**src/rtl/lock_pkg.sv**
```systemverilog
package lock_pkg;

    typedef enum logic [1:0] {
        MEAS_IDLE      = 2'd0,
        MEAS_REF_FIRST = 2'd1,
        MEAS_FB_FIRST  = 2'd2
    } meas_state_t;

    typedef enum logic [1:0] {
        SEL_MANUAL    = 2'd0,
        SEL_AUTO_RUN  = 2'd1,
        SEL_AUTO_HOLD = 2'd2
    } sel_state_t;

endpackage

```
**src/rtl/gap_meter.sv**
```systemverilog
module gap_meter
    import lock_pkg::*;
#(
    parameter int TIMEOUT = 20,
    parameter int CNT_W   = 5
) (
    input  logic             clk,
    input  logic             rst_n,
    input  logic             clr,
    input  logic             ref_pls,
    input  logic             fb_pls,
    output logic             meas_valid,
    output logic [CNT_W-1:0] meas_gap,
    output logic             meas_timeout
);

    meas_state_t      state_q, state_d;
    logic [CNT_W-1:0] cnt_q, cnt_d;
    logic             res_v, res_to;
    logic [CNT_W-1:0] res_gap;
    logic             partner;

    assign partner = (state_q == MEAS_REF_FIRST) ? fb_pls : ref_pls;

    always_ff @(posedge clk) begin
        if (!rst_n) begin
            state_q <= MEAS_IDLE;
            cnt_q   <= '0;
        end else begin
            state_q <= state_d;
            cnt_q   <= cnt_d;
        end
    end

    always_comb begin
        state_d = state_q;
        cnt_d   = cnt_q;
        res_v   = 1'b0;
        res_to  = 1'b0;
        res_gap = cnt_q;
        unique case (state_q)
            MEAS_IDLE: begin
                if (ref_pls && fb_pls) begin
                    res_v   = 1'b1;
                    res_gap = '0;
                end else if (ref_pls) begin
                    state_d = MEAS_REF_FIRST;
                    cnt_d   = CNT_W'(1);
                end else if (fb_pls) begin
                    state_d = MEAS_FB_FIRST;
                    cnt_d   = CNT_W'(1);
                end
            end
            MEAS_REF_FIRST, MEAS_FB_FIRST: begin
                if (partner) begin
                    res_v   = 1'b1;
                    state_d = MEAS_IDLE;
                end else if (cnt_q == CNT_W'(TIMEOUT)) begin
                    res_v   = 1'b1;
                    res_to  = 1'b1;
                    state_d = MEAS_IDLE;
                end else begin
                    cnt_d = cnt_q + CNT_W'(1);
                end
            end
            default: state_d = MEAS_IDLE;
        endcase
        if (clr) begin
            state_d = MEAS_IDLE;
            res_v   = 1'b0;
        end
    end

    always_ff @(posedge clk) begin
        if (!rst_n) begin
            meas_valid   <= 1'b0;
            meas_gap     <= '0;
            meas_timeout <= 1'b0;
        end else begin
            meas_valid   <= res_v;
            meas_gap     <= res_gap;
            meas_timeout <= res_to;
        end
    end

endmodule

```
**src/rtl/lol_tracker.sv**
```systemverilog
module lol_tracker #(
    parameter int SET_GAP = 6,
    parameter int CLR_GAP = 3,
    parameter int CNT_W   = 5
) (
    input  logic             clk,
    input  logic             rst_n,
    input  logic             meas_valid,
    input  logic [CNT_W-1:0] meas_gap,
    input  logic             meas_timeout,
    output logic             lol,
    output logic             gap_over,
    output logic             gap_under,
    output logic             set_evt
);

    assign gap_over  = meas_timeout || (meas_gap > CNT_W'(SET_GAP));
    assign gap_under = !meas_timeout && (meas_gap < CNT_W'(CLR_GAP));
    assign set_evt   = meas_valid && gap_over && !lol;

    always_ff @(posedge clk) begin
        if (!rst_n) begin
            lol <= 1'b1;
        end else if (meas_valid) begin
            if (gap_over)
                lol <= 1'b1;
            else if (gap_under)
                lol <= 1'b0;
        end
    end

endmodule

```
**src/rtl/ref_selector.sv**
```systemverilog
module ref_selector
    import lock_pkg::*;
#(
    parameter int HOLDOFF = 4,
    parameter int HOLD_W  = 3
) (
    input  logic clk,
    input  logic rst_n,
    input  logic auto_en,
    input  logic sel_pin,
    input  logic set_evt,
    input  logic meas_valid,
    output logic active,
    output logic sel_change,
    output logic in_auto,
    output logic in_hold
);

    sel_state_t        state_q, state_d;
    logic              active_d;
    logic [HOLD_W-1:0] hold_q, hold_d;

    always_ff @(posedge clk) begin
        if (!rst_n) begin
            state_q <= auto_en ? SEL_AUTO_RUN : SEL_MANUAL;
            active  <= sel_pin;
            hold_q  <= '0;
        end else begin
            state_q <= state_d;
            active  <= active_d;
            hold_q  <= hold_d;
        end
    end

    always_comb begin
        state_d  = state_q;
        active_d = active;
        hold_d   = hold_q;
        unique case (state_q)
            SEL_MANUAL: begin
                active_d = sel_pin;
                if (auto_en)
                    state_d = SEL_AUTO_RUN;
            end
            SEL_AUTO_RUN: begin
                if (!auto_en) begin
                    state_d  = SEL_MANUAL;
                    active_d = sel_pin;
                end else if (set_evt) begin
                    state_d  = SEL_AUTO_HOLD;
                    active_d = ~active;
                    hold_d   = '0;
                end
            end
            SEL_AUTO_HOLD: begin
                if (!auto_en) begin
                    state_d  = SEL_MANUAL;
                    active_d = sel_pin;
                end else if (meas_valid) begin
                    if (hold_q == HOLD_W'(HOLDOFF - 1))
                        state_d = SEL_AUTO_RUN;
                    else
                        hold_d = hold_q + HOLD_W'(1);
                end
            end
            default: begin
                state_d  = SEL_MANUAL;
                active_d = sel_pin;
            end
        endcase
    end

    assign sel_change = (active_d != active);
    assign in_auto    = (state_q != SEL_MANUAL);
    assign in_hold    = (state_q == SEL_AUTO_HOLD);

endmodule

```
**src/rtl/lock_autoswitch.sv**
```systemverilog
module lock_autoswitch #(
    parameter int SET_GAP = 6,
    parameter int CLR_GAP = 3,
    parameter int TIMEOUT = 20,
    parameter int HOLDOFF = 4
) (
    input  logic clk,
    input  logic rst_n,
    input  logic ref0_pls,
    input  logic ref1_pls,
    input  logic fb_pls,
    input  logic auto_en,
    input  logic sel_pin,
    input  logic init_pin,
    input  logic nbw_req,
    output logic lol,
    output logic ref_ack,
    output logic nbw_out
);

    localparam int CNT_W  = $clog2(TIMEOUT + 1);
    localparam int HOLD_W = $clog2(HOLDOFF + 1);

    logic             routed_ref;
    logic             meas_valid, meas_timeout;
    logic [CNT_W-1:0] meas_gap;
    logic             gap_over, gap_under, set_evt;
    logic             sel_change, in_auto, in_hold;

    assign routed_ref = ref_ack ? ref1_pls : ref0_pls;
    assign nbw_out    = nbw_req && !init_pin;

    gap_meter #(.TIMEOUT(TIMEOUT), .CNT_W(CNT_W)) u_meter (
        .clk          (clk),
        .rst_n        (rst_n),
        .clr          (sel_change),
        .ref_pls      (routed_ref),
        .fb_pls       (fb_pls),
        .meas_valid   (meas_valid),
        .meas_gap     (meas_gap),
        .meas_timeout (meas_timeout)
    );

    lol_tracker #(.SET_GAP(SET_GAP), .CLR_GAP(CLR_GAP), .CNT_W(CNT_W)) u_lol (
        .clk          (clk),
        .rst_n        (rst_n),
        .meas_valid   (meas_valid),
        .meas_gap     (meas_gap),
        .meas_timeout (meas_timeout),
        .lol          (lol),
        .gap_over     (gap_over),
        .gap_under    (gap_under),
        .set_evt      (set_evt)
    );

    ref_selector #(.HOLDOFF(HOLDOFF), .HOLD_W(HOLD_W)) u_sel (
        .clk        (clk),
        .rst_n      (rst_n),
        .auto_en    (auto_en),
        .sel_pin    (sel_pin),
        .set_evt    (set_evt),
        .meas_valid (meas_valid),
        .active     (ref_ack),
        .sel_change (sel_change),
        .in_auto    (in_auto),
        .in_hold    (in_hold)
    );

endmodule

```
**config.mk**
```make
export PLATFORM = sky130hd
export DESIGN_NAME = lock_autoswitch
export DESIGN_NICKNAME = d
export VERILOG_FILES = /design/src/rtl/lock_pkg.sv /design/src/rtl/gap_meter.sv /design/src/rtl/lol_tracker.sv /design/src/rtl/ref_selector.sv /design/src/rtl/lock_autoswitch.sv
export SDC_FILE = /design/constraint.sdc
export NUM_CORES = 1
export LEC_CHECK = 0
export BUFFER_PORTS_ARGS = -buffer_cell sky130_fd_sc_hd__buf_2
export CORE_ASPECT_RATIO = 2
export CORE_MARGIN = 5
export CORE_UTILIZATION = 33
export CTS_BUF_LIST = sky130_fd_sc_hd__clkbuf_4
export DETAILED_ROUTE_END_ITERATION = 6
export PLACE_DENSITY = 0.49
export SLEW_MARGIN = 20
export SYNTH_ARGS = -nofsm -noshare
export SYNTH_HDL_FRONTEND = slang
export SYNTH_HIERARCHICAL = 1
export SYNTH_SLANG_ARGS = --single-unit
```
**constraint.sdc**
```tcl
create_clock -name clk -period 3.7 [get_ports clk]
set_input_delay 0.37 -clock clk [delete_from_list [all_inputs] [get_ports clk]]
set_output_delay 0.37 -clock clk [all_outputs]
set_load 0.01 [all_outputs]
```
==> Implementation_results.wiki, run 1 <==
{| class="wikitable"
! Metric !! Value
|-
| Status || finished clean
|-
| WL per Instance || 13.0 µm
|-
| Summed area of non-filler cells in the final layout || 0.00145 mm²
|-
| Syn Nets || 169
|-
| Vias in the first global route || 1,059
|-
| Detailed router's first-iteration violation count || 15
|-
| Core Area || 0.00388 mm²
|-
| Cells on Worst Hold Path || 3
|-
| Antenna-violating nets left || 0
|-
| Leakage dissipation || 0.548 nW
|-
| Setup Viol. Count Final || 0
|-
| Fraction of final layout cells with drive strength greater than 1 || 0.171
|-
| Worst VDD drop || 233 µV
|-
| Antenna Diode Count || 0
|-
| Number of buffers added to fix hold violations after cts || 0
|-
| CTS resizes || 0
|-
| Global-route wire length before repair || 4570 µm
|-
| Mapped Avg Cell Area || 9.05 µm²
|-
| Root buf cell || sky130_fd_sc_hd__clkbuf_4
|-
| Netlist area before placement || 0.00134 mm²
|-
| Detail Placement HPWL || 2140 µm
|-
| Fmax || 450 MHz
|-
| Overflow left after global routing || 0
|-
| Number of input and output port buffers inserted || 11
|-
| Maximum number of pins on one net before global-route repair || 20
|-
| Critical path capture point type || flip-flop
|-
| CTS tree || yes
|-
| Effective utilization at floorplan || 0.345
|-
| Placer's final routability congestion estimate || 0.805
|-
| Vias || 1,084
|-
| Total power consumption of the routed design || 585 µW
|-
| Post-Syn Instances || 148
|-
| Measured slew at the worst slew-check pin || 860 ps
|-
| Final #Nets || 180
|-
| Ports || 12
|-
| Worst endpoint required time || 3880 ps
|-
| Number of rows in the core area || 32
|-
| Data arrival time of the critical path || 2400 ps
|-
| Max_cap viols || 0
|-
| Clock transition at the register clock pins on the worst setup and hold paths after CTS || 120 ps
|-
| Clock period minus final worst setup slack || 2220 ps
|-
| Die height || 100 µm
|-
| Area growth from synthesis to layout || 8.60%
|-
| Horizontal die dimension || 55.0 µm
|-
| Clock Sink Count || 21
|-
| Clock buffers created by TritonCTS || 3
|-
| Placement-stage cell area || 0.00143 mm²
|-
| CTS H-tree lvls || 1
|-
| Final hold viol count || 0
|-
| Final Slew Violations || 0
|-
| Power per cell area || 402 mW/mm²
|-
| Worst-case headroom to the max-slew limit || 0.410
|-
| Gr usage total || 0.112
|-
| Detailed Routing Iterations Pass 1 || 4
|-
| Wire length after detailed routing || 2720 µm
|-
| Total Neg Setup Slack || 0 ps
|-
| Total of fill cells in the finished design || 399
|-
| Die Outline Area || 0.00551 mm²
|-
| Number of buffers inserted by post-CTS setup repair || 0
|-
| Setup CP Type || flip-flop to flip-flop
|-
| Remaining design rule violation count || 0
|-
| Largest fanout of any net on the critical path || 11
|-
| Unrepaired setup endpoints after global routing || no
|-
| Initial antenna violation count || 0
|-
| Portion of the clock cycle consumed by the worst path in the final layout || 0.600
|-
| Count of yosys warnings during synthesis || 6
|-
| Startpoint type of the worst setup path || flip-flop
|-
| Clk Latency, worst-skew pair || 300 ps
|-
| Length in cells of the worst reg-to-reg path || 5
|-
| Maximum count of clock buffers along a single path || 2
|-
| Worst clock skew || 3.48 ps
|-
| Class of the worst hold path || input port to flip-flop
|-
| Vias per std cell || 5.19
|}
[cells in the final DEF, fill, tap and decap left out, drive strengths merged, types with 3 or more instances in the layout]
master	count
a21oi	5
a31oi	8
a41oi	3
and2	11
buf	11
clkbuf	3
dfxtp	19
ha	12
inv	12
mux2i	4
nand2	10
nand2b	4
nand3	5
nand3b	4
nand4	3
nor2	5
nor2b	3
nor3	3
o21ai	9
o221ai	3
o31ai	3
[power breakdown]
group / internal [mW] / leakage [nW] / switching (mW)
sequential: 0.249 / 0.176 / 0.0203
clock: 0.0403 / 0.0177 / 0.0703
combinational: 0.0857 / 0.355 / 0.119
[final cells by class]
class / instances / area, µm² / area share
Multi-Input combinational cell: 110 / 822 / 0.565
Clock buffer: 3 / 22.5 / 0.0155
Inverter: 12 / 45.0 / 0.0310
Timing Repair Buffer: 11 / 55.1 / 0.0379
Clock inverter: 1 / 5.00 / 0.00344
Sequential cell: 21 / 440 / 0.303
Tap cell: 51 / 63.8 / 0.0439
[critical path, stage by stage (launching register included)]
cell and delay (ps):
sky130_fd_sc_hd__dfxtp_1 460, sky130_fd_sc_hd__mux2_4 360, sky130_fd_sc_hd__mux2i_1 660, sky130_fd_sc_hd__nand2_1 210, sky130_fd_sc_hd__o32ai_1 340, sky130_fd_sc_hd__a311oi_1 80
[worst paths after layout]
| check | slack, ps | from | to |
|---|---|---|---|
| min | 330 | sel_pin | u_sel/active |
| max | 1480 | u_sel/active | u_meter/cnt_q[0] |
| min reg2reg | 470 | u_sel/hold_q[2] | u_sel/hold_q[2] |
| max reg2reg | 1480 | u_sel/active | u_meter/cnt_q[0] |
[layer usage]
layer | share of wire | routed length (µm) | GRT usage | vias to the layer above
li1 | - | - | - | 559
met1 | 0.39 | 1070 | 0.114 | 511
met2 | 0.57 | 1550 | 0.202 | 10
met3 | 0.017 | 46 | 0.0134 | 4
met4 | 0.021 | 58 | 0.0655 | 0
met5 | 0 | 0 | 0 | -
[registers in the layout, summed over array words and instances (netlist names)]
signal	count
u_meter/meas_timeout	1
u_meter/meas_gap	5
u_lol/lol	1
u_meter/cnt_q	5
u_meter/meas_valid	1
u_meter/state_q	2
u_sel/active	1
u_sel/state_q	2
u_sel/hold_q	3
[through the flow]
step                      utilization  cells  setup WS [ps]  hold slack, ps
after floorplan                     -    148           2080             435
after global routing            0.374    209           1360             334
after CTS                       0.374    209           1500             317
after global placement          0.367    205           1640             442
final                           0.374    209           1480             330
after detailed placement        0.367    205           1510             459
No activity file was read; power rests on OpenSTA's default activity.
==> run 2: changes to the inputs <==
Settings changed: PLACE_DENSITY 0.49 to 0.51.
Clock period 3.7 ns to 1.9 ns, I/O delays scaled along.
==> run 2 against run 1 <==
Compared with the run above: sequential cell count did not move; maximum frequency up 28%; setup slack worse by 1300 ps; clock-buffer cell count is the same; die area did not move; design area increased by 2.8%; global-route usage increased by 0.77 points; worst hold slack got worse by 150 ps; register-to-register slack worse by 1300 ps; sequential power grew 94%; critical path type unchanged; largest cell class unchanged; largest power group unchanged.
==> Implementation_results.wiki, run 2 (same netlist as run 1, synthesis figures left out) <==
{| class="wikitable"
! Metric !! Value
|-
| Utilization of the core after routing || 0.385 (+0.0103)
|-
| Worst clock skew || 1.02 ps (-2.46 ps)
|-
| Clock period minus final worst setup slack || 1730 ps (-486 ps)
|-
| Data arrival time of the critical path || 1970 ps (-430 ps)
|-
| Gr usage total || 0.120 (+0.00766)
|-
| Die Outline Area || 0.00551 mm² (unchanged)
|-
| Number of rows in the core area || 32 (unchanged)
|-
| Status || finished clean
|-
| Wire length after detailed routing || 2960 µm (+8.8%)
|-
| Setup CP Type || flip-flop to flip-flop
|-
| Maximum number of pins on one net before global-route repair || 20 (unchanged)
|-
| Post-route insts no fill || 214 (+2.4%)
|-
| Worst path slowest cell || sky130_fd_sc_hd__edfxtp_1
|-
| CTS tree || yes
|-
| Total Neg Setup Slack || 0 ps (unchanged)
|-
| Launch point of the worst path || u_sel/state_q[1]
|-
| Fraction of final layout cells with drive strength greater than 1 || 0.202 (+0.0316)
|-
| Worst-case headroom to the max-slew limit || 0.728 (+0.318)
|-
| Global-route wire length before repair || 5010 µm (+9.5%)
|-
| CTS H-tree lvls || 1 (unchanged)
|-
| R2r endpoint || u_meter/state_q[0]
|-
| Placement-stage cell area || 0.00146 mm² (+2.6%)
|-
| Met1 track utilization from global routing || 0.130 (+0.0153)
|-
| Commonest non-fill, non-tap cells in the layout || 19 x sky130_fd_sc_hd__dfxtp_1, 11 x sky130_fd_sc_hd__buf_2, 11 x sky130_fd_sc_hd__inv_1, 11 x sky130_fd_sc_hd__ha_1, 10 x sky130_fd_sc_hd__nand2_1
|-
| Remaining design rule violation count || 0 (unchanged)
|-
| Vias in the first global route || 1,166 (+10%)
|-
| Vias per std cell || 5.26 (+1.4%)
|-
| Internal Power || 752 µW (+100%)
|-
| Portion of the clock cycle consumed by the worst path in the final layout || 0.912 (+0.312)
|-
| Overflow left after global routing || 0 (unchanged)
|-
| Cell Count Post-Placement || 210 (+2.4%)
|-
| Fmax || 577 MHz (+28%)
|-
| Initial antenna violation count || 0 (unchanged)
|-
| Number of input and output port buffers inserted || 11 (unchanged)
|-
| Sw frac || 0.362 (+0.00369)
|-
| Core Area || 0.00388 mm² (unchanged)
|-
| Clock buffers created by TritonCTS || 3 (unchanged)
|-
| Sequential cell fraction of total power || 0.444 (-0.017)
|-
| Highest-utilization routing layer at the global route stage || met2
|-
| Worst slack at placement || 183 ps (-1330 ps)
|-
| Fin Hold WS || 176 ps (-154 ps)
|-
| CTS resizes || 0 (unchanged)
|-
| Worst reg2reg setup slack || 170 ps (-1310 ps)
|-
| Antenna Diode Count || 0 (unchanged)
|-
| Detailed router's first-iteration violation count || 17 (+2)
|-
| Horizontal die dimension || 55.0 µm (unchanged)
|-
| Clock Sink Count || 21 (unchanged)
|-
| Number of buffers added to fix hold violations after cts || 0 (unchanged)
|-
| Measured slew at the worst slew-check pin || 406 ps (-454 ps)
|-
| Antenna-violating nets left || 0 (unchanged)
|-
| Final WS setup || 166 ps (-1310 ps)
|-
| Detailed Routing Iterations Pass 1 || 4 (unchanged)
|-
| Leakage dissipation || 0.572 nW (+4.4%)
|-
| Worst endpoint required time || 2130 ps (-1750 ps)
|-
| Total of fill cells in the finished design || 422 (+5.8%)
|-
| Setup Viol. Count Final || 0 (unchanged)
|-
| Met2 demand-to-capacity share in global routing || 0.221 (+0.0192)
|-
| Die height || 100 µm (unchanged)
|-
| Vias || 1,126 (+3.9%)
|-
| Net Sw Power || 427 µW (+100%)
|-
| Ports || 12 (unchanged)
|-
| Root buf cell || sky130_fd_sc_hd__clkbuf_4
|-
| Relative contribution of combinational cells to total power || 0.374 (+0.024)
|-
| Placer's final routability congestion estimate || 0.833 (+3.5%)
|-
| Critical path capture point type || flip-flop
|-
| Crit path capture || u_meter/state_q[0]
|-
| Unrepaired setup endpoints after global routing || no
|-
| Class of the worst hold path || input port to flip-flop
|-
| Source of the worst register-to-register timing path || u_sel/state_q[1]
|-
| Startpoint type of the worst setup path || flip-flop
|-
| Length in cells of the worst reg-to-reg path || 8 (+3)
|-
| Final Slew Violations || 0 (unchanged)
|-
| Largest fanout of any net on the critical path || 6 (-5)
|-
| WL per Instance || 13.8 µm (+6.3%)
|-
| Final #Nets || 185 (+2.8%)
|-
| Number of buffers inserted by post-CTS setup repair || 0 (unchanged)
|-
| Max_cap viols || 0 (unchanged)
|-
| Most common cell after layout, fill and taps aside || sky130_fd_sc_hd__dfxtp_1
|-
| Worst VDD drop || 558 µV (+140%)
|-
| Power per cell area || 789 mW/mm² (+96%)
|-
| Total power consumption of the routed design || 1.18 mW (+100%)
|-
| Cells along the critical path || inv_1 > ha_2 > o21bai_1 > a21boi_1 > nand3b_1 > o21ai_1 > nand2b_1 > a21oi_1
|-
| Area growth from synthesis to layout || 11.6%
|-
| Clk Latency, worst-skew pair || 300 ps (about the same)
|-
| Registers with the most flip-flops || u_meter/cnt_q: 5 flops, u_meter/meas_gap: 5 flops, u_sel/hold_q: 3 flops
|-
| Final hold viol count || 0 (unchanged)
|-
| Met3 track demand over resource || 0.0163 (+0.00297)
|-
| Summed area of non-filler cells in the final layout || 0.00149 mm² (+2.8%)
|-
| Effective utilization at floorplan || 0.345 (unchanged)
|-
| Detail Placement HPWL || 2370 µm (+11%)
|-
| Maximum count of clock buffers along a single path || 2 (unchanged)
|-
| Clock transition at the register clock pins on the worst setup and hold paths after CTS || 120 ps (about the same)
|-
| Share of total power in the clock network || 0.182 (-0.007)
|-
| Highest cell delay on the worst timing path || 470 ps (-190 ps)
|}
run 2: area by class of cell:
type,count,area [µm²],share of cell area
Inverter,12,45.0,0.0302
Clock inverter,1,5.00,0.00335
Timing Repair Buffer,16,92.6,0.0620
Clock buffer,3,22.5,0.0151
Sequential cell,21,440,0.295
Tap cell,51,63.8,0.0427
Multi-Input combinational cell,110,825,0.552
run 2: worst max-delay path: cells and delay by family, from the launching register on:
family / cells / cell delay, ps
AOI/OAI and AO/OA: 4 / 540
and+or+nand+nor: 2 / 310
buffers and inverters: 1 / 110
DFF: 1 / 470
adders and majority gates: 1 / 240
run 2: worst min-delay path by stage:
stage                     slack (ps)            start  cells past startpoint               to
final                            180          sel_pin                      3     u_sel/active
after CTS                        160          sel_pin                      3     u_sel/active
after floorplan                  270            rst_n                      1        u_lol/lol
after global placement           440  u_sel/hold_q[2]                      2  u_sel/hold_q[2]
after global routing             190          sel_pin                      3     u_sel/active
after detailed placement         460  u_sel/hold_q[2]                      2  u_sel/hold_q[2]
run 2: metal layers:
layer,routed length [µm],part of all wire
met1,1150,0.39
met2,1680,0.57
met3,93,0.031
met4,34,0.011
met5,0,0
run 2: power by group through the flow:
stage,registers [mW],logic (mW),clock network [mW]
after floorplan,0.529,0.321,0
after CTS,0.523,0.438,0.225
after global routing,0.528,0.490,0.242
final,0.523,0.441,0.214
after detailed placement,0.534,0.435,0
after global placement,0.530,0.425,0
==> run 3: changes to the inputs <==
Settings changed: PLACE_DENSITY 0.51 to 0.49.
Clock period 1.9 ns to 2.16 ns, I/O delays scaled along.
==> run 3 against run 2 <==
Compared with the run above: setup slack improved by 150 ps; design area fell by 2.0%; wire length fell by 0.71%; die area did not move; power fell by 13%; clock skew rose by 4.1 ps; critical path depth did not move; register-to-register slack improved by 150 ps; combinational power fell by 17%.
==> Implementation_results.wiki, run 3 (same netlist as run 1, synthesis figures left out) <==
{| class="wikitable"
! Metric !! Value
|-
| Length in cells of the worst reg-to-reg path || 8 (unchanged)
|-
| Final hold viol count || 0 (unchanged)
|-
| Effective utilization at floorplan || 0.345 (unchanged)
|-
| Cells along the critical path || inv_1 > ha_1 > o21bai_1 > a21boi_1 > nand3b_1 > o21ai_1 > nand2b_1 > nor3_1
|-
| Leakage dissipation || 0.553 nW (-3.3%)
|-
| Clk Latency, worst-skew pair || 300 ps (about the same)
|-
| Die height || 100 µm (unchanged)
|-
| Critical path capture point type || flip-flop
|-
| Setup CP Type || flip-flop to flip-flop
|-
| Number of rows in the core area || 32 (unchanged)
|-
| Maximum number of pins on one net before global-route repair || 20 (unchanged)
|-
| Internal Power || 663 µW (-12%)
|-
| Source of the worst register-to-register timing path || u_sel/state_q[0]
|-
| Vias || 1,111 (-1.3%)
|-
| Clock Sink Count || 21 (unchanged)
|-
| Maximum count of clock buffers along a single path || 2 (unchanged)
|-
| Detail Placement HPWL || 2320 µm (-2.4%)
|-
| Fraction of final layout cells with drive strength greater than 1 || 0.176 (-0.0264)
|-
| Highest cell delay on the worst timing path || 430 ps (-40 ps)
|-
| Number of input and output port buffers inserted || 11 (unchanged)
|-
| Power per cell area || 701 mW/mm² (-11%)
|-
| WL per Instance || 14.0 µm (+1.2%)
|-
| Largest delay share family, worst path || simple AND/OR/NAND/NOR gates
|-
| Wire length after detailed routing || 2940 µm (-0.71%)
|-
| Cells on Worst Hold Path || 3 (unchanged)
|-
| Final WS setup || 312 ps (+145 ps)
|-
| Worst-case headroom to the max-slew limit || 0.699 (-0.0298)
|-
| Startpoint type of the worst setup path || flip-flop
|-
| Vias per std cell || 5.29 (+0.55%)
|-
| Root buf cell || sky130_fd_sc_hd__clkbuf_4
|-
| Initial antenna violation count || 0 (unchanged)
|-
| Status || finished clean
|-
| Measured slew at the worst slew-check pin || 452 ps (+46.7 ps)
|-
| Overflow left after global routing || 0 (unchanged)
|-
| Number of buffers and inverters on the critical path || 1 (unchanged)
|-
| Total Neg Setup Slack || 0 ps (unchanged)
|-
| Detailed Routing Iterations Pass 1 || 4 (unchanged)
|-
| Registers with the most flip-flops || u_meter/cnt_q: 5 flops, u_meter/meas_gap: 5 flops, u_sel/hold_q: 3 flops
|-
| Ports || 12 (unchanged)
|-
| Source of the worst hold timing path || sel_pin
|-
| Largest fanout of any net on the critical path || 6 (unchanged)
|-
| Most common cell after layout, fill and taps aside || sky130_fd_sc_hd__dfxtp_1
|-
| Sw frac || 0.354 (-0.00865)
|-
| Core Area || 0.00388 mm² (unchanged)
|-
| Worst slack at placement || 326 ps (+143 ps)
|-
| Worst reg2reg setup slack || 310 ps (+150 ps)
|-
| R2r endpoint || u_meter/meas_valid
|-
| Vias in the first global route || 1,129 (-3.2%)
|-
| Remaining design rule violation count || 0 (unchanged)
|-
| Final Slew Violations || 0 (unchanged)
|-
| Net Sw Power || 363 µW (-15%)
|-
| Worst path slowest cell || sky130_fd_sc_hd__edfxtp_1
|-
| Commonest non-fill, non-tap cells in the layout || 19 x sky130_fd_sc_hd__dfxtp_1, 12 x sky130_fd_sc_hd__ha_1, 11 x sky130_fd_sc_hd__buf_2, 11 x sky130_fd_sc_hd__inv_1, 10 x sky130_fd_sc_hd__nand2_1
|-
| Setup Viol. Count Final || 0 (unchanged)
|-
| Portion of the clock cycle consumed by the worst path in the final layout || 0.856 (-0.0567)
|-
| Horizontal die dimension || 55.0 µm (unchanged)
|-
| Global-route wire length before repair || 4730 µm (-5.5%)
|-
| Clock period minus final worst setup slack || 1850 ps (+115 ps)
|-
| Antenna Diode Count || 0 (unchanged)
|-
| CTS resizes || 0 (unchanged)
|-
| Relative contribution of combinational cells to total power || 0.357 (-0.017)
|-
| Clock buffers created by TritonCTS || 3 (unchanged)
|-
| Area growth from synthesis to layout || 9.35%
|-
| Worst endpoint required time || 2380 ps (+250 ps)
|-
| Clock transition at the register clock pins on the worst setup and hold paths after CTS || 120 ps (about the same)
|-
| Share of total power in the clock network || 0.194 (+0.012)
|-
| Data arrival time of the critical path || 2070 ps (+100 ps)
|-
| Number of buffers inserted by post-CTS setup repair || 0 (unchanged)
|-
| Endpoint with the worst hold slack || u_sel/active
|-
| Final #Nets || 181 (-2.2%)
|-
| Fmax || 541 MHz (-6.2%)
|-
| CTS H-tree lvls || 1 (unchanged)
|-
| Detailed router's first-iteration violation count || 14 (-3)
|-
| Sequential cell fraction of total power || 0.450 (+0.006)
|-
| Class of the worst hold path || input port to flip-flop
|-
| Gr usage total || 0.114 (-0.00507)
|-
| Number of buffers added to fix hold violations after cts || 0 (unchanged)
|-
| Die Outline Area || 0.00551 mm² (unchanged)
|-
| Unrepaired setup endpoints after global routing || no
|-
| Total power consumption of the routed design || 1.03 mW (-13%)
|-
| CTS tree || yes
|-
| Placer's final routability congestion estimate || 0.844 (+1.4%)
|-
| Worst clock skew || 5.07 ps (+4.05 ps)
|-
| Max_cap viols || 0 (unchanged)
|-
| Antenna-violating nets left || 0 (unchanged)
|-
| Worst VDD drop || 574 µV (+2.8%)
|}
run 3: changes by cell type in the layout (fill, tap and decap cells not counted):
cell	change
sky130_fd_sc_hd__buf_4	-4
sky130_fd_sc_hd__clkbuf_4	+1
sky130_fd_sc_hd__clkinv_2	-1
sky130_fd_sc_hd__ha_1	+1
sky130_fd_sc_hd__ha_2	-1
run 3: power groups by stage:
stage	logic [mW]	clock network (mW)	registers (mW)
after floorplan	0.283	0	0.465
after global placement	0.358	0	0.469
after detailed placement	0.363	0	0.472
after CTS	0.366	0.213	0.462
after global routing	0.407	0.223	0.468
final	0.366	0.198	0.461
run 3: area by class of cell:
| type | instances | area (µm²) |
|---|---|---|
| Sequential cell | 21 | 440 |
| Multi-Input combinational cell | 110 | 822 |
| Tap cell | 51 | 63.8 |
| Clock buffer | 4 | 30.0 |
| Fill cell | 417 | 2420 |
| Timing Repair Buffer | 12 | 62.6 |
| Inverter | 12 | 45.0 |
run 3: through the flow:
step	utilization	hold WS, ps	instances	area [µm²]
final	0.377	178	210	1460
after floorplan	-	295	148	1340
after global placement	0.369	442	206	1430
after detailed placement	0.369	462	206	1430
after global routing	0.377	186	210	1460
after CTS	0.377	166	210	1460
run 3: tightest hold or removal path: stages:
cell and delay [ps]:
sky130_fd_sc_hd__buf_2 100, sky130_fd_sc_hd__nor2_1 80, sky130_fd_sc_hd__a21oi_1 50
run 3: worst max path at each step:
stage / startpoint / endpoint / depth (start not counted)
floorplan: u_sel/active / u_meter/cnt_q[0] / 5
global placement: u_sel/state_q[0] / u_meter/meas_valid / 8
detailed placement: u_sel/state_q[0] / u_meter/meas_valid / 8
CTS: u_sel/state_q[0] / u_meter/meas_valid / 8
global route: u_sel/state_q[0] / u_meter/meas_valid / 8
finish: u_sel/state_q[0] / u_meter/meas_valid / 8
run 3: routing by layer:
layer | vias up | wire length, µm | share of wire | GRT usage
met1 | 527 | 1140 | 0.39 | 0.113
li1 | 565 | - | - | -
met3 | 4 | 67 | 0.023 | 0.0149
met2 | 15 | 1680 | 0.57 | 0.213
met5 | - | 0 | 0 | 0
met4 | 0 | 54 | 0.018 | 0.0618
